<file path="config.mk">
export PLATFORM = sky130hd
export DESIGN_NAME = ipc_mailbox
export DESIGN_NICKNAME = d
export VERILOG_FILES = /design/src/rtl/ipc_mbox_pkg.sv /design/src/rtl/ipc_word_fifo.sv /design/src/rtl/ipc_cpu_port.sv /design/src/rtl/ipc_mailbox.sv
export SDC_FILE = /design/constraint.sdc
export NUM_CORES = 1
export LEC_CHECK = 0
export BUFFER_PORTS_ARGS = -buffer_cell sky130_fd_sc_hd__buf_2
export CAP_MARGIN = 20
export CELL_PAD_IN_SITES_DETAIL_PLACEMENT = 1
export CELL_PAD_IN_SITES_GLOBAL_PLACEMENT = 2
export CORE_MARGIN = 5
export CORE_UTILIZATION = 43
export CTS_BUF_LIST = sky130_fd_sc_hd__clkbuf_8 sky130_fd_sc_hd__clkbuf_16
export DETAILED_ROUTE_END_ITERATION = 7
export GPL_TIMING_DRIVEN = 0
export PLACE_DENSITY_LB_ADDON = 0.1
export RECOVER_POWER = 25
export SLEW_MARGIN = 5
export SYNTH_ARGS = -nofsm -noshare
export SYNTH_HDL_FRONTEND = slang
export SYNTH_SLANG_ARGS = --single-unit
</file>
<file path="constraint.sdc">
create_clock -name clk -period 4.76 [get_ports clk]
set_clock_uncertainty 0.1 [all_clocks]
set_input_delay 0.238 -clock clk [delete_from_list [all_inputs] [get_ports clk]]
set_output_delay 0.238 -clock clk [all_outputs]
set_load 0.02 [all_outputs]
</file>
<file path="src/rtl/ipc_mbox_pkg.sv">
package ipc_mbox_pkg;
  localparam int unsigned CTL_W        = 16;
  localparam int unsigned B_TX_EMPTY   = 0;
  localparam int unsigned B_TX_FULL    = 1;
  localparam int unsigned B_TX_IE      = 2;
  localparam int unsigned B_FLUSH      = 3;
  localparam int unsigned B_RX_EMPTY   = 8;
  localparam int unsigned B_RX_FULL    = 9;
  localparam int unsigned B_RX_IE      = 10;
  localparam int unsigned B_ERR        = 14;
  localparam int unsigned B_EN         = 15;
endpackage

</file>
<file path="src/rtl/ipc_word_fifo.sv">
module ipc_word_fifo #(
  parameter int unsigned W     = 32,
  parameter int unsigned DEPTH = 16
) (
  input  logic         clk,
  input  logic         rst_n,
  input  logic         push,
  input  logic [W-1:0] push_data,
  input  logic         pop,
  input  logic         flush,
  output logic [W-1:0] head,
  output logic         empty,
  output logic         full,
  output logic         first_o,
  output logic         drained_o
);
  localparam int unsigned PW = (DEPTH > 1) ? $clog2(DEPTH) : 1;
  localparam int unsigned CW = $clog2(DEPTH + 1);

  logic [W-1:0]  mem [DEPTH];
  logic [PW-1:0] wr_q, rd_q, wr_n, rd_n;
  logic [CW-1:0] cnt_q, cnt_n;
  logic          do_push, do_pop;

  assign do_push = push && !flush;
  assign do_pop  = pop && !flush;

  always_comb begin
    wr_n  = wr_q;
    rd_n  = rd_q;
    cnt_n = cnt_q;
    if (flush) begin
      wr_n  = '0;
      rd_n  = '0;
      cnt_n = '0;
    end else begin
      if (do_push) wr_n = (wr_q == PW'(DEPTH - 1)) ? '0 : wr_q + 1'b1;
      if (do_pop)  rd_n = (rd_q == PW'(DEPTH - 1)) ? '0 : rd_q + 1'b1;
      case ({do_push, do_pop})
        2'b10:   cnt_n = cnt_q + 1'b1;
        2'b01:   cnt_n = cnt_q - 1'b1;
        default: cnt_n = cnt_q;
      endcase
    end
  end

  always_ff @(posedge clk or negedge rst_n) begin
    if (!rst_n) begin
      wr_q  <= '0;
      rd_q  <= '0;
      cnt_q <= '0;
    end else begin
      wr_q  <= wr_n;
      rd_q  <= rd_n;
      cnt_q <= cnt_n;
    end
  end

  always_ff @(posedge clk) begin
    if (do_push) mem[wr_q] <= push_data;
  end

  assign head      = mem[rd_q];
  assign empty     = (cnt_q == '0);
  assign full      = (cnt_q == CW'(DEPTH));
  assign first_o   = do_push && empty;
  assign drained_o = do_pop && !do_push && (cnt_q == CW'(1));

  assert_no_push_full_R4: assert property (@(posedge clk) disable iff (!rst_n)
    push |-> !full);
  assert_no_pop_empty_R5: assert property (@(posedge clk) disable iff (!rst_n)
    pop |-> !empty);
  assert_idle_hold_R3: assert property (@(posedge clk) disable iff (!rst_n)
    (!push && !pop && !flush) |=> $stable(cnt_q));
  assert_flush_empties_R8: assert property (@(posedge clk) disable iff (!rst_n)
    flush |=> empty);
endmodule

</file>
<file path="src/rtl/ipc_cpu_port.sv">
module ipc_cpu_port
  import ipc_mbox_pkg::*;
#(
  parameter int unsigned W = 32
) (
  input  logic             clk,
  input  logic             rst_n,
  input  logic             ctl_we,
  input  logic [CTL_W-1:0] ctl_wdata,
  output logic [CTL_W-1:0] ctl_rdata,
  input  logic             tx_we,
  input  logic             rx_re,
  output logic [W-1:0]     rx_data,
  input  logic             send_empty,
  input  logic             send_full,
  input  logic             recv_empty,
  input  logic             recv_full,
  input  logic [W-1:0]     recv_head,
  input  logic             send_drained,
  input  logic             recv_first,
  input  logic             peer_flush,
  output logic             push_o,
  output logic             pop_o,
  output logic             flush_o,
  output logic             irq_tx_empty,
  output logic             irq_rx_ready
);
  logic         en_q, ie_tx_q, ie_rx_q, err_q, itx_q, irx_q;
  logic         en_n, ie_tx_n, ie_rx_n, err_n, itx_n, irx_n;
  logic [W-1:0] rx_q, rx_n;
  logic         tx_err, rx_err, peek;

  always_comb begin
    flush_o = ctl_we && ctl_wdata[B_FLUSH] && !send_empty;
    push_o  = tx_we && en_q && !send_full && !flush_o;
    tx_err  = tx_we && en_q && send_full;
    peek    = rx_re && !recv_empty;
    pop_o   = peek && en_q && !peer_flush;
    rx_err  = rx_re && recv_empty;

    en_n    = ctl_we ? ctl_wdata[B_EN]    : en_q;
    ie_tx_n = ctl_we ? ctl_wdata[B_TX_IE] : ie_tx_q;
    ie_rx_n = ctl_we ? ctl_wdata[B_RX_IE] : ie_rx_q;

    err_n = err_q;
    if (ctl_we && ctl_wdata[B_ERR]) err_n = 1'b0;
    if (tx_err || rx_err)           err_n = 1'b1;

    rx_n = rx_q;
    if (peer_flush)  rx_n = '0;
    else if (peek)   rx_n = recv_head;

    itx_n = (flush_o && ie_tx_q)
         || (ctl_we && !ie_tx_q && ctl_wdata[B_TX_IE] && (send_empty || flush_o))
         || (send_drained && ie_tx_q);
    irx_n = (ctl_we && !ie_rx_q && ctl_wdata[B_RX_IE] && !recv_empty)
         || (recv_first && ie_rx_q);
  end

  always_ff @(posedge clk or negedge rst_n) begin
    if (!rst_n) begin
      en_q    <= 1'b0;
      ie_tx_q <= 1'b0;
      ie_rx_q <= 1'b0;
      err_q   <= 1'b0;
      itx_q   <= 1'b0;
      irx_q   <= 1'b0;
      rx_q    <= '0;
    end else begin
      en_q    <= en_n;
      ie_tx_q <= ie_tx_n;
      ie_rx_q <= ie_rx_n;
      err_q   <= err_n;
      itx_q   <= itx_n;
      irx_q   <= irx_n;
      rx_q    <= rx_n;
    end
  end

  always_comb begin
    ctl_rdata             = '0;
    ctl_rdata[B_TX_EMPTY] = send_empty;
    ctl_rdata[B_TX_FULL]  = send_full;
    ctl_rdata[B_TX_IE]    = ie_tx_q;
    ctl_rdata[B_RX_EMPTY] = recv_empty;
    ctl_rdata[B_RX_FULL]  = recv_full;
    ctl_rdata[B_RX_IE]    = ie_rx_q;
    ctl_rdata[B_ERR]      = err_q;
    ctl_rdata[B_EN]       = en_q;
  end

  assign rx_data      = rx_q;
  assign irq_tx_empty = itx_q;
  assign irq_rx_ready = irx_q;

  assert_overflow_err_R4: assert property (@(posedge clk) disable iff (!rst_n)
    (tx_we && en_q && send_full) |=> err_q);
  assert_underflow_hold_R6: assert property (@(posedge clk) disable iff (!rst_n)
    (rx_re && recv_empty && !peer_flush) |=> (err_q && rx_data == $past(rx_data)));
  assert_err_clear_R7: assert property (@(posedge clk) disable iff (!rst_n)
    (ctl_we && ctl_wdata[B_ERR] && !tx_we && !rx_re) |=> !err_q);
  assert_drain_irq_R10: assert property (@(posedge clk) disable iff (!rst_n)
    (send_drained && ie_tx_q) |=> irq_tx_empty);
  assert_first_irq_R9: assert property (@(posedge clk) disable iff (!rst_n)
    (recv_first && ie_rx_q) |=> irq_rx_ready);
endmodule

</file>
<file path="src/rtl/ipc_mailbox.sv">
module ipc_mailbox
  import ipc_mbox_pkg::*;
#(
  parameter int unsigned W     = 32,
  parameter int unsigned DEPTH = 16
) (
  input  logic             clk,
  input  logic             rst_n,
  input  logic             a_ctl_we,
  input  logic [CTL_W-1:0] a_ctl_wdata,
  output logic [CTL_W-1:0] a_ctl_rdata,
  input  logic             a_tx_we,
  input  logic [W-1:0]     a_tx_data,
  input  logic             a_rx_re,
  output logic [W-1:0]     a_rx_data,
  output logic             a_irq_tx_empty,
  output logic             a_irq_rx_ready,
  input  logic             b_ctl_we,
  input  logic [CTL_W-1:0] b_ctl_wdata,
  output logic [CTL_W-1:0] b_ctl_rdata,
  input  logic             b_tx_we,
  input  logic [W-1:0]     b_tx_data,
  input  logic             b_rx_re,
  output logic [W-1:0]     b_rx_data,
  output logic             b_irq_tx_empty,
  output logic             b_irq_rx_ready
);
  localparam int unsigned SIDES = 2;

  logic             ctl_we  [SIDES];
  logic [CTL_W-1:0] ctl_wd  [SIDES];
  logic [CTL_W-1:0] ctl_rd  [SIDES];
  logic             tx_we   [SIDES];
  logic [W-1:0]     tx_data [SIDES];
  logic             rx_re   [SIDES];
  logic [W-1:0]     rx_data [SIDES];
  logic             irq_tx  [SIDES];
  logic             irq_rx  [SIDES];
  logic             push    [SIDES];
  logic             pop     [SIDES];
  logic             flush   [SIDES];
  logic [W-1:0]     head    [SIDES];
  logic             empty   [SIDES];
  logic             full    [SIDES];
  logic             first   [SIDES];
  logic             drained [SIDES];

  assign ctl_we[0]  = a_ctl_we;     assign ctl_we[1]  = b_ctl_we;
  assign ctl_wd[0]  = a_ctl_wdata;  assign ctl_wd[1]  = b_ctl_wdata;
  assign tx_we[0]   = a_tx_we;      assign tx_we[1]   = b_tx_we;
  assign tx_data[0] = a_tx_data;    assign tx_data[1] = b_tx_data;
  assign rx_re[0]   = a_rx_re;      assign rx_re[1]   = b_rx_re;
  assign a_ctl_rdata    = ctl_rd[0];  assign b_ctl_rdata    = ctl_rd[1];
  assign a_rx_data      = rx_data[0]; assign b_rx_data      = rx_data[1];
  assign a_irq_tx_empty = irq_tx[0];  assign b_irq_tx_empty = irq_tx[1];
  assign a_irq_rx_ready = irq_rx[0];  assign b_irq_rx_ready = irq_rx[1];

  // Queue g carries words sent by side g; side 1-g reads it.
  for (genvar g = 0; g < SIDES; g++) begin : g_side
    ipc_word_fifo #(.W(W), .DEPTH(DEPTH)) u_fifo (
      .clk       (clk),
      .rst_n     (rst_n),
      .push      (push[g]),
      .push_data (tx_data[g]),
      .pop       (pop[1-g]),
      .flush     (flush[g]),
      .head      (head[g]),
      .empty     (empty[g]),
      .full      (full[g]),
      .first_o   (first[g]),
      .drained_o (drained[g])
    );

    ipc_cpu_port #(.W(W)) u_port (
      .clk          (clk),
      .rst_n        (rst_n),
      .ctl_we       (ctl_we[g]),
      .ctl_wdata    (ctl_wd[g]),
      .ctl_rdata    (ctl_rd[g]),
      .tx_we        (tx_we[g]),
      .rx_re        (rx_re[g]),
      .rx_data      (rx_data[g]),
      .send_empty   (empty[g]),
      .send_full    (full[g]),
      .recv_empty   (empty[1-g]),
      .recv_full    (full[1-g]),
      .recv_head    (head[1-g]),
      .send_drained (drained[g]),
      .recv_first   (first[1-g]),
      .peer_flush   (flush[1-g]),
      .push_o       (push[g]),
      .pop_o        (pop[g]),
      .flush_o      (flush[g]),
      .irq_tx_empty (irq_tx[g]),
      .irq_rx_ready (irq_rx[g])
    );
  end

  assert_flags_mirror_R2: assert property (@(posedge clk) disable iff (!rst_n)
    (a_ctl_rdata[B_TX_EMPTY] == b_ctl_rdata[B_RX_EMPTY])
    && (b_ctl_rdata[B_TX_FULL] == a_ctl_rdata[B_RX_FULL]));
endmodule

</file>
Word level (Yosys, flattened, before mapping). Memories as Yosys holds them, arrays and structs flattened. Cells that the tools add are included.

Memories kept: 2. Bits in writable memories: 1024. Word-level logic and storage cells: 154. Output and inout port bits: 100. Register bits after elaboration: 102.

Memories: g_side[0].u_fifo.mem (depth 16, width 32, rd ports 1, clocked after Yosys merged registers in 0, write ports 1, RTL line ipc_word_fifo.sv:20) `logic [W-1:0] mem [DEPTH];`; g_side[1].u_fifo.mem (depth 16, width 32, rd ports 1, clocked after Yosys merged registers in 0, write ports 1, RTL line ipc_word_fifo.sv:20).

Equal/unequal tests: 12. Muxes and demuxes: 28. Reduce and logical (&&, ||, !) cells: 84. $add $sub $neg: 8.

Operators with widths (count): 32-bit two-way mux (4); 1-bit logical AND (50); 4-bit two-way mux (12); 5-bit one-hot mux with 2 select lines (2); 4-bit by 1-bit adder with 4-bit output, second input constant (4); 4-bit == test, second input constant (4); 2-bit nonzero test (8); 1-bit zero test (12); 5-bit by 1-bit adder with 5-bit output, second input constant (2); 5-bit by 1-bit == test with 1-bit output, second input constant (2); 5-bit == test, second input constant (2); 5-bit zero test (2); 1-bit logical OR (10); 5-bit two-way mux (2); 5-bit by 1-bit subtractor with 5-bit output, second input constant (2); 1-bit two-way mux (8); 3-bit nonzero test (2); 2-bit by 1-bit == test with 1-bit output, second input constant (2); 2-bit == test, second input constant (2).

Logic depth before layout (Yosys ltp). Gate-level depths: netlist of the first run.

Word-level depth: 11. Mapped depth: 11. Depth with buffers taken out: 10.

Cells and area by module. Synthesis of the first run repeated with hierarchy kept, for this count alone.

Cells, all modules: 2306. Area, all modules: 44057.3 sq um.

By module, submodules not included: ipc_word_fifo (instances 2, area each 20483.4 sq um, cells an instance 1036); ipc_cpu_port (instances 2, area each 1545.2 sq um, cells an instance 117).

Least setup slack after synthesis of the first run. Ideal clock, no wire load.

Path type: register to register. Start point: register g_side[0].u_fifo.cnt_q[0]. End point: memory g_side[0].u_fifo.mem[3][0], enable pin. Data arrival time: 3.933 ns. Library setup time: 0.461 ns. Path buffers: 1. Setup slack: 0.266 ns. Cell stages (with the launch flop): 8. Cells stage by stage: dfrtp_1 > inv_1 > ha_1 > or4b_1 > buf_2 > a311oi_4 > nand2_1 > nor3_1.

Cells in the longest elaborated chain, start to end: 8.

Ends and longest elaborated chain: start: declaration (RTL line ipc_word_fifo.sv:22) `logic [CW-1:0] cnt_q, cnt_n;`; start signal: assignment (RTL line ipc_word_fifo.sv:55) `cnt_q <= cnt_n;`; 5-bit zero test (RTL line ipc_word_fifo.sv:64) `assign empty = (cnt_q == '0);`; 1-bit zero test (RTL line ipc_cpu_port.sv:34) `flush_o = ctl_we && ctl_wdata[B_FLUSH] && !send_empty;`; 1-bit logical AND (RTL line ipc_cpu_port.sv:34); 1-bit zero test (RTL line ipc_word_fifo.sv:25, ipc_cpu_port.sv:35); 1-bit logical AND (RTL line ipc_cpu_port.sv:35) `push_o = tx_we && en_q && !send_full && !flush_o;`; 1-bit logical AND * (RTL line ipc_word_fifo.sv:25) `assign do_push = push && !flush;`; 1-bit two-way mux * (RTL line ipc_word_fifo.sv:60) `if (do_push) mem[wr_q] <= push_data;`; 1-bit two-way mux (not written as such) * (RTL line ipc_word_fifo.sv:60); end: declaration (RTL line ipc_word_fifo.sv:20).

Mark *: on every way between the ends. The rest lies on a longest branch, timed or not.

Final worst setup path of the first run.
Start point: register g_side[0].u_fifo.cnt_q[0]. End point: memory g_side[0].u_fifo.mem[0][6], enable pin.

Same word-level chain as after synthesis.

==> run summary, run 1 <==
status: completed
RSZ-0062 raised after global routing: no
GP Congestion: 0.737
fin crit period: 4.02 ns
number of remaining DRC errors: 0
Placed Area: 0.0471 mm2
hold endpoint: g_side[0].u_fifo.cnt_q[0]
Max IR drop VDD: 0.360 mV
Synth area leaders: edfxtp_1 71%, mux4_2 9.9%, dfrtp_1 5.9%
Worst Path Max Fanout: 9
worst slew pin tran: 1.04 ns
fmax: 249 MHz
hold path startpoint: a_ctl_we
largest net degree at the start of global routing: 54
vias in the first global route: 24462
DR vias: 22963
Post-synth ARST share: 9.06%
CTS-repair resized insts: 0
Layout Nets: 2757
cell taking the most area after synthesis: edfxtp_1
crit share post-route: 84.5%
Setup Buffers After CTS: 0
Core Area: 0.100 mm2
Post-synth top cells: 1024 x edfxtp_1, 192 x mux4_2, 132 x mux2i_1
CTS buffer count: 117
Total Wirelength: 117000 um
Layout area overhead: 19.1%
Post-synth top flop: edfxtp_1
fin worst setup slack: 0.739 ns
die height: 328 um
Yosys Warn Count: 0
die area: 0.108 mm2
Pwr Density: 523 mW/mm2
Post-DRT Antenna Nets: 0
Seq/Total Area, Yosys: 76.6%
Place WS: 0.734 ns
CP Class: flip-flop to flip-flop
die width: 328 um
Req. time, crit path: 5.06 ns
DP Wirelength: 75800 um
H-Tree Depth: 3
Hold Crit Class: input port to flip-flop
initial antenna violation count: 4
WP buf/inv: 5
Max-slew headroom: 30.5%
RR Startpoint: g_side[0].u_fifo.cnt_q[0]
Port-buffer cells: 164
worst reg2reg setup slack: 0.74 ns
Hold Vio Cnt, Final: 0
Clock transition at path regs: 0.06 ns
GRT Total Usage: 21.7%
CP arrival: 4.32 ns
final design instance area without fill: 0.0518 mm2
clk buf depth: 3
wire length per cell: 28.5 um
Fin Hold WS: 0.161 ns
CP peak stage delay: 0.81 ns
most common cell in the netlist: edfxtp_1
CP Capture Type: flip-flop
Sinks on Clock Net: 1126
Synth Register Bits: 1126
mapped cell area: 0.0435 mm2
first-pass GRT wire length: 170000 um
gr ovfl total: 0
first drt pass iteration count: 5
MaxCap Viol Count: 0
CTS root buf: clkbuf_16
CTS tree: done
slowest cell on the critical path: nor3_2
syn avg cell area: 19.9 um2
Cells after Synth: 2182
vias per inst: 5.60
drt initial violations: 2183
filler cell count: 9081
CP delay by family, top: simple AND/OR/NAND/NOR gates
endpoints failing setup: 0
share of the synthesized area in the top cell type: 70.7%
worst-skew pair later-pin latency: 0.70 ns
io pins: 204
Critical Path Source Type: flip-flop
Synth cell types: 58
hold buffers post-CTS: 94
Initial Util: 43.4%
WHS Path Cells: 4
share of cells above drive strength 1: 25.6%
Critical Path, Cell by Cell: inv_1, ha_1, or4b_1, buf_2, a311oi_4, nand2_1, nor3_2, buf_6, buf_4, buf_8
Pins Over Slew Limit: 0
Post-synth EDFFs: 1024
leak pwr: 17.3 nW
r2r worst-path depth: 10
Row Count: 116
R2R Path End: g_side[0].u_fifo.mem[0][6]
[state kept, by name, summed over array words and instances, names as in the netlist]
register	cells
g_side.u_port.ie_tx_q	2
g_side.u_port.rx_data	64
g_side.u_fifo.cnt_q	10
g_side.u_port.irq_tx_empty	2
g_side.u_fifo.mem	1024
g_side.u_fifo.rd_q	8
g_side.u_port.err_q	2
g_side.u_port.ie_rx_q	2
g_side.u_port.en_q	2
g_side.u_port.irq_rx_ready	2
g_side.u_fifo.wr_q	8
[worst max-delay path by stage]
stage,cells past startpoint,to,start
global route,10,g_side[0].u_fifo.mem[0][2],g_side[0].u_fifo.cnt_q[0]
CTS,10,g_side[0].u_fifo.mem[0][2],g_side[0].u_fifo.cnt_q[1]
detailed placement,10,g_side[0].u_fifo.mem[0][7],g_side[0].u_fifo.cnt_q[1]
finish,10,g_side[0].u_fifo.mem[0][6],g_side[0].u_fifo.cnt_q[0]
global placement,7,g_side[0].u_fifo.mem[0][7],g_side[0].u_fifo.cnt_q[0]
floorplan,7,g_side[0].u_fifo.mem[3][0],g_side[0].u_fifo.cnt_q[0]
[cells in the final DEF (no fill, tap or decap), types with 35 or more instances in the layout]
cell and count:
mux2i_1 132, a22oi_1 63, dlygate4sd3_1 93, clkbuf_1 102, mux2_2 35, a21oi_1 41
clkbuf_16 118, a211oi_1 44, buf_2 162, mux4_2 192, nand2_1 97, inv_1 60
buf_4 57, dfrtp_1 102, edfxtp_1 1024
[per-stage QoR]
step | setup TNS [ns] | util, % | total power, mW | cells
4_1_cts | 0 | 51.7 | 27.4 | 4094
3_5_place_dp | 0 | 47.0 | 18.5 | 3778
5_1_grt | 0 | 51.6 | 28.3 | 4095
3_3_place_gp | -1428.40 | 45.9 | 18.3 | 3718
6_report | 0 | 51.6 | 27.1 | 4097
2_1_floorplan | 0 | - | 16.0 | 2197
[metal layers]
layer  part of all wire (%)  wire [um]  vias up  global-route usage (%)
li1                       -          -     9824                       -
met1                     44      51600    12270                    31.4
met2                     48      55600      708                    34.9
met4                    1.9       2270        4                    4.97
met3                    6.2       7250      157                    3.69
met5                  0.023         27        -                       0
[power breakdown]
| part | switching, mW | internal [mW] | leakage (nW) |
|---|---|---|---|
| sequential | 0.335 | 11.3 | 10.5 |
| combinational | 3.93 | 2.67 | 4.79 |
| clock | 3.81 | 5.03 | 2.00 |
[layout make-up]
class | count | area (um2) | area share [%]
Sequential cell | 1126 | 33300 | 64.3
Clock inverter | 90 | 602 | 1.16
Clock buffer | 132 | 3150 | 6.07
Antenna cell | 3 | 7.51 | 0.0145
Inverter | 22 | 82.6 | 0.159
Multi-Input combinational cell | 894 | 9580 | 18.5
Tap cell | 1357 | 1700 | 3.28
Buffer | 155 | 805 | 1.55
Timing Repair Buffer | 318 | 2570 | 4.96
[kinds of logic (layout without fill, tap and decap cells)]
kind of cell	after synthesis	after routing	share of synthesized area, %
flops	1126	1126	76.6
compound gates	290	290	4.66
mux	359	359	13.9
simple gates	203	203	2.14
other cells	1	19	0.00862
xor+xnor	7	7	0.141
buf+inv	177	717	2.04
fa+ha+maj	19	19	0.547
[worst register-to-register path, cell delays in order, from the launching register on]
cell and delay [ns]:
dfrtp_1 0.45, inv_1 0.11, ha_1 0.18, or4b_1 0.43, buf_2 0.18, a311oi_4 0.45, nand2_1 0.33, nor3_2 0.81
buf_6 0.28, buf_4 0.24, buf_8 0.17
Note: power is estimated with default switching activity, not from simulation.
==> run 2: changes to the inputs <==
--- a/config.mk
+++ b/config.mk
@@ -10,7 +10,7 @@
 export CELL_PAD_IN_SITES_DETAIL_PLACEMENT = 1
 export CELL_PAD_IN_SITES_GLOBAL_PLACEMENT = 2
 export CORE_MARGIN = 5
-export CORE_UTILIZATION = 43
+export CORE_UTILIZATION = 48
 export CTS_BUF_LIST = sky130_fd_sc_hd__clkbuf_8 sky130_fd_sc_hd__clkbuf_16
 export DETAILED_ROUTE_END_ITERATION = 7
 export GPL_TIMING_DRIVEN = 0
==> constraint.sdc (replaced) <==
create_clock -name clk -period 3.95 [get_ports clk]
set_clock_uncertainty 0.1 [all_clocks]
set_input_delay 0.1975 -clock clk [delete_from_list [all_inputs] [get_ports clk]]
set_output_delay 0.1975 -clock clk [all_outputs]
set_load 0.02 [all_outputs]
==> run 2 against run 1 <==
First-iteration DRC count grew 5.8%. Sequential power rose by 20%. Sequential cell count stayed put. Cell count decreased by 4.9%. Register-to-register slack worse by 0.50 ns. Total power is 21% higher. Critical endpoint is now g_side[1].u_fifo.mem[11][11].
==> run summary, run 2 (same netlist as run 1, synthesis figures left out) <==
status: completed
worst reg2reg setup slack: 0.24 ns
commonest non-fill, non-tap cell in the layout: edfxtp_1
die height: 311 um
CP arrival: 3.99 ns
RSZ-0062 raised after global routing: no
leak pwr: 17.2 nW
CP Capture Type: flip-flop
vias per inst: 5.94
Comb pwr share: 24.4%
WP buf/inv: 3
gr ovfl total: 0
Max-slew headroom: 28.2%
Worst path most repeated cell: inv_1
GRT Total Usage: 23.8%
die area: 0.0967 mm2
clk buf depth: 3
Layout area overhead: 18.9%
final design instance area without fill: 0.0517 mm2
fmax: 269 MHz
GP Congestion: 0.767
hold buffers post-CTS: 94
Max IR drop VDD: 0.396 mV
slowest cell on the critical path: nor2_4
r2r worst-path depth: 8
post-route setup TNS: 0 ns
sequential share of power: 42.7%
Sinks on Clock Net: 1126
first-pass GRT wire length: 170000 um
worst slew pin tran: 1.08 ns
crit share post-route: 94.0%
Switching Fraction: 29.6%
drt initial violations: 2309
internal cell power: 23.1 mW
Placed Area: 0.0470 mm2
Reg area: 0.0333 mm2
most frequent cells in the layout: 1024 x edfxtp_1, 192 x mux4_2, 164 x buf_2
RR Startpoint: g_side[1].u_fifo.cnt_q[0]
met1 Usage GRT: 35.0%
Core Area: 0.0900 mm2
Pwr Density: 636 mW/mm2
hold endpoint: g_side[1].u_port.rx_data[28]
DP Wirelength: 74300 um
io pins: 204
worst setup path start: g_side[1].u_fifo.cnt_q[0]
P_sw: 9.74 mW
Worst Path Max Fanout: 18
fin crit period: 3.71 ns
CP Class: flip-flop to flip-flop
Pins Over Slew Limit: 0
CP peak stage delay: 0.82 ns
initial antenna violation count: 6
DR vias: 23132
Top reg by flops: g_side.u_fifo.mem
first drt pass iteration count: 7
H-Tree Depth: 3
worst-skew pair later-pin latency: 0.70 ns
Layout Nets: 2741
Critical Path, Cell by Cell: inv_1, ha_1, nand4bb_1, inv_1, nor2_1, nand3_1, nor2_4, buf_12
hold path startpoint: b_rx_re
gr busiest metal: met2
number of remaining DRC errors: 0
endpoints failing setup: 0
met3 usage: 5.14%
Clk pwr share: 32.9%
share of cells above drive strength 1: 25.5%
CTS root buf: clkbuf_16
area of the multi-input gates: 0.00963 mm2
Initial Util: 48.3%
Hold Crit Class: input port to flip-flop
max reg flops: 1024
met2 Use GR: 37.5%
MaxCap Viol Count: 0
CTS-repair resized insts: 0
WHS Path Cells: 3
Critical Path Source Type: flip-flop
wire length per cell: 29.7 um
Port-buffer cells: 164
CTS buffer count: 115
fin worst setup slack: 0.239 ns
Req. time, crit path: 4.23 ns
CTS tree: done
R2R Path End: g_side[1].u_fifo.mem[11][11]
Post-DRT Antenna Nets: 0
Place WS: 0.278 ns
Row Count: 110
vias in the first global route: 24725
filler cell count: 7885
largest net degree at the start of global routing: 63
Clock transition at path regs: 0.06 ns
Setup Buffers After CTS: 0
Total Wirelength: 116000 um
Hold Vio Cnt, Final: 0
die width: 311 um
CP delay by family, top: simple AND/OR/NAND/NOR gates
## run 2: worst register-to-register path: stages, from the launching register on
cell,delay [ns]
dfrtp_1,0.46
inv_1,0.10
ha_1,0.22
nand4bb_1,0.28
inv_1,0.23
nor2_1,0.40
nand3_1,0.46
nor2_4,0.82
buf_12,0.28
## run 2: layout make-up
class,count,area share [%]
diodes,2,0.00968
plain buffers,155,1.56
repair buffers,304,5.08
inverters,22,0.160
multi-input cells,894,18.6
clock inverters,88,1.43
flip-flops and latches,1126,64.4
clock buffers,128,5.91
well taps,1176,2.85
## run 2: stage by stage
step | total power, mW | hold WS, ns | util [%] | std cells
final | 32.9 | 0.0604 | 57.5 | 3895
after global routing | 34.3 | 0.112 | 57.5 | 3894
after CTS | 33.2 | 0.0340 | 57.5 | 3893
after detailed placement | 22.2 | 0.107 | 52.2 | 3583
after global placement | 21.9 | 0.317 | 51.0 | 3537
after floorplan | 19.3 | -0.198 | - | 2197
## run 2: how the worst max path moves through the flow
stage / to / cells after the start
final: g_side[1].u_fifo.mem[11][11] / 8
after global routing: g_side[1].u_fifo.mem[11][11] / 8
after CTS: g_side[1].u_fifo.mem[11][11] / 8
after detailed placement: g_side[1].u_fifo.mem[11][14] / 8
after global placement: g_side[0].u_fifo.mem[7][8] / 7
after floorplan: g_side[0].u_fifo.mem[15][0] / 7
## run 2: metal layers
layer,vias to the layer above,routed length [um]
li1,9799,-
met1,12400,50400
met2,812,54900
met3,117,8840
met4,4,1530
met5,-,27
## run 2: power groups by stage
stage / logic [mW] / clock network [mW] / registers, mW
2_1_floorplan: 4.85 / 0 / 14.5
3_3_place_gp: 7.64 / 0 / 14.3
3_5_place_dp: 7.95 / 0 / 14.3
4_1_cts: 8.10 / 11.0 / 14.1
5_1_grt: 8.56 / 11.6 / 14.1
6_report: 8.01 / 10.8 / 14.0
==> run 3: changes to the inputs <==
==> constraint.sdc (replaced) <==
create_clock -name clk -period 3.95 [get_ports clk]
set_clock_uncertainty 0.1 [all_clocks]
set_input_delay 0.5925 -clock clk [delete_from_list [all_inputs] [get_ports clk]]
set_output_delay 0.5925 -clock clk [all_outputs]
set_load 0.02 [all_outputs]
==> run 3 against run 2 <==
Worst setup slack lost 0.0051 ns. Register-to-register slack about the same. Maximum frequency is 0.14% lower. Clock-buffer cell count unchanged. Cell area is 1.8% lower. Clock power is essentially flat. Global-route usage decreased by 0.19 points. Sequential power about the same. Sequential cell count unchanged. Core utilization fell by 1.0 points. Critical path depth unchanged. Worst hold slack worse by 0.012 ns. Largest power group unchanged. Highest routed layer unchanged.
==> run summary, run 3 (same netlist as run 1, synthesis figures left out) <==
Pwr Total: 32.7 mW
initial antenna violation count: 6
Req. time, crit path: 4.22 ns
CTS tree: done
filler cell count: 7925
die width: 311 um
max reg flops: 1024
fmax: 269 MHz
vias per inst: 5.97
Sinks on Clock Net: 1126
CTS buffer count: 115
drt initial violations: 2181
end point of the critical path: g_side[1].u_fifo.mem[11][11]
Layout area overhead: 16.8%
RSZ-0062 raised after global routing: no
worst reg2reg setup slack: 0.23 ns
Pins Over Slew Limit: 0
number of remaining DRC errors: 0
r2r worst-path depth: 8
status: completed
area of the multi-input gates: 0.00963 mm2
CTS root buf: clkbuf_16
H-Tree Depth: 3
GP Congestion: 0.767
Layout Nets: 2649
Row Count: 110
wire length per cell: 30.2 um
Hold Crit Class: input port to flip-flop
MaxCap Viol Count: 0
CP Capture Type: flip-flop
Post-DRT Antenna Nets: 0
Post-Place Cells: 3583
crit share post-route: 94.1%
R2R Path End: g_side[1].u_fifo.mem[11][11]
Reg area: 0.0333 mm2
Hold Vio Cnt, Final: 0
RR Startpoint: g_side[1].u_fifo.cnt_q[0]
fin cells: 3806
die height: 311 um
Port-buffer cells: 164
Max-slew headroom: 28.3%
GRT Total Usage: 23.6%
first-pass GRT wire length: 168000 um
Initial Util: 48.3%
Core Area: 0.0900 mm2
commonest non-fill, non-tap cell in the layout: edfxtp_1
CP Class: flip-flop to flip-flop
most frequent cells in the layout: 1024 x edfxtp_1, 192 x mux4_2, 160 x buf_2
share of cells above drive strength 1: 26.2%
clk buf depth: 3
vias in the first global route: 24224
fin crit period: 3.72 ns
CTS-repair resized insts: 0
gr ovfl total: 0
Pwr Density: 645 mW/mm2
Clock transition at path regs: 0.06 ns
worst setup path start: g_side[1].u_fifo.cnt_q[0]
DP Wirelength: 74300 um
Critical Path Source Type: flip-flop
die area: 0.0967 mm2
Top reg by flops: g_side.u_fifo.mem
endpoints failing setup: 0
worst slew pin tran: 1.08 ns
largest net degree at the start of global routing: 63
leak pwr: 16.8 nW
io pins: 204
worst-skew pair later-pin latency: 0.70 ns
Total Wirelength: 115000 um
DR vias: 22703
post-route setup TNS: 0 ns
first drt pass iteration count: 5
Worst Path Max Fanout: 18
CP arrival: 3.99 ns
Max IR drop VDD: 0.380 mV
==> run 3: worst min path at each step <==
stage / slack, ns / to / from / cells past startpoint
5_1_grt: 0.03 / g_side[0].u_port.en_q / a_ctl_wdata[15] / 2
3_3_place_gp: 0.37 / g_side[1].u_port.rx_data[19] / g_side[1].u_port.rx_data[19] / 2
6_report: 0.05 / g_side[1].u_port.en_q / b_ctl_wdata[15] / 3
2_1_floorplan: 0.20 / g_side[0].u_fifo.cnt_q[0] / rst_n / 0
4_1_cts: 0.003 / g_side[1].u_port.en_q / b_ctl_wdata[15] / 3
3_5_place_dp: 0.37 / g_side[1].u_port.rx_data[16] / g_side[1].u_port.rx_data[16] / 2
==> run 3: what timing repair did <==
| action | CTS | global route |
|---|---|---|
| hold buffers | 2 | 0 |
| setup buffers | 0 | 0 |
| endpoints found under the hold margin | 41 | 0 |
==> run 3: stage by stage <==
| step | hold WS [ns] | worst slack [ns] | instance area, um2 | util [%] |
|---|---|---|---|---|
| 3_5_place_dp | 0.374 | 0.278 | 47000 | 52.2 |
| 2_1_floorplan | 0.197 | 0.311 | 43600 | - |
| 3_3_place_gp | 0.366 | -1.94 | 45900 | 51.0 |
| 5_1_grt | 0.0341 | 0.00562 | 50800 | 56.4 |
| 6_report | 0.0487 | 0.233 | 50800 | 56.4 |
| 4_1_cts | 0.00332 | 0.228 | 50800 | 56.5 |
==> run 3: power breakdown <==
group          internal, mW  switching (mW)  leakage, nW  total (mW)
Clock                  6.26            4.55         1.98        10.8
Combinational          3.13            4.75         4.33        7.88
Sequential             13.6           0.401         10.5        14.1
==> run 3: area by class of cell <==
class | instances | share of cell area (%)
plain buffers | 155 | 1.58
inverters | 22 | 0.163
multi-input cells | 894 | 19.0
clock inverters | 88 | 1.46
clock buffers | 128 | 6.02
repair buffers | 212 | 3.31
diodes | 5 | 0.0246
well taps | 1176 | 2.90
flip-flops and latches | 1126 | 65.6
==> run 3: layer usage <==
layer / up-vias / GRT usage (%) / wire length (um)
li1: 9621 / - / -
met1: 12172 / 34.6 / 50300
met2: 784 / 37.1 / 54100
met3: 122 / 5.40 / 8790
met4: 4 / 4.75 / 1580
met5: - / 0 / 27
==> run 3: critical path, cell delays in order (launching register included) <==
cell and delay, ns:
dfrtp_1 0.46, inv_1 0.10, ha_1 0.22, nand4bb_1 0.28, inv_1 0.23, nor2_1 0.40
nand3_1 0.46, nor2_4 0.82, buf_12 0.28
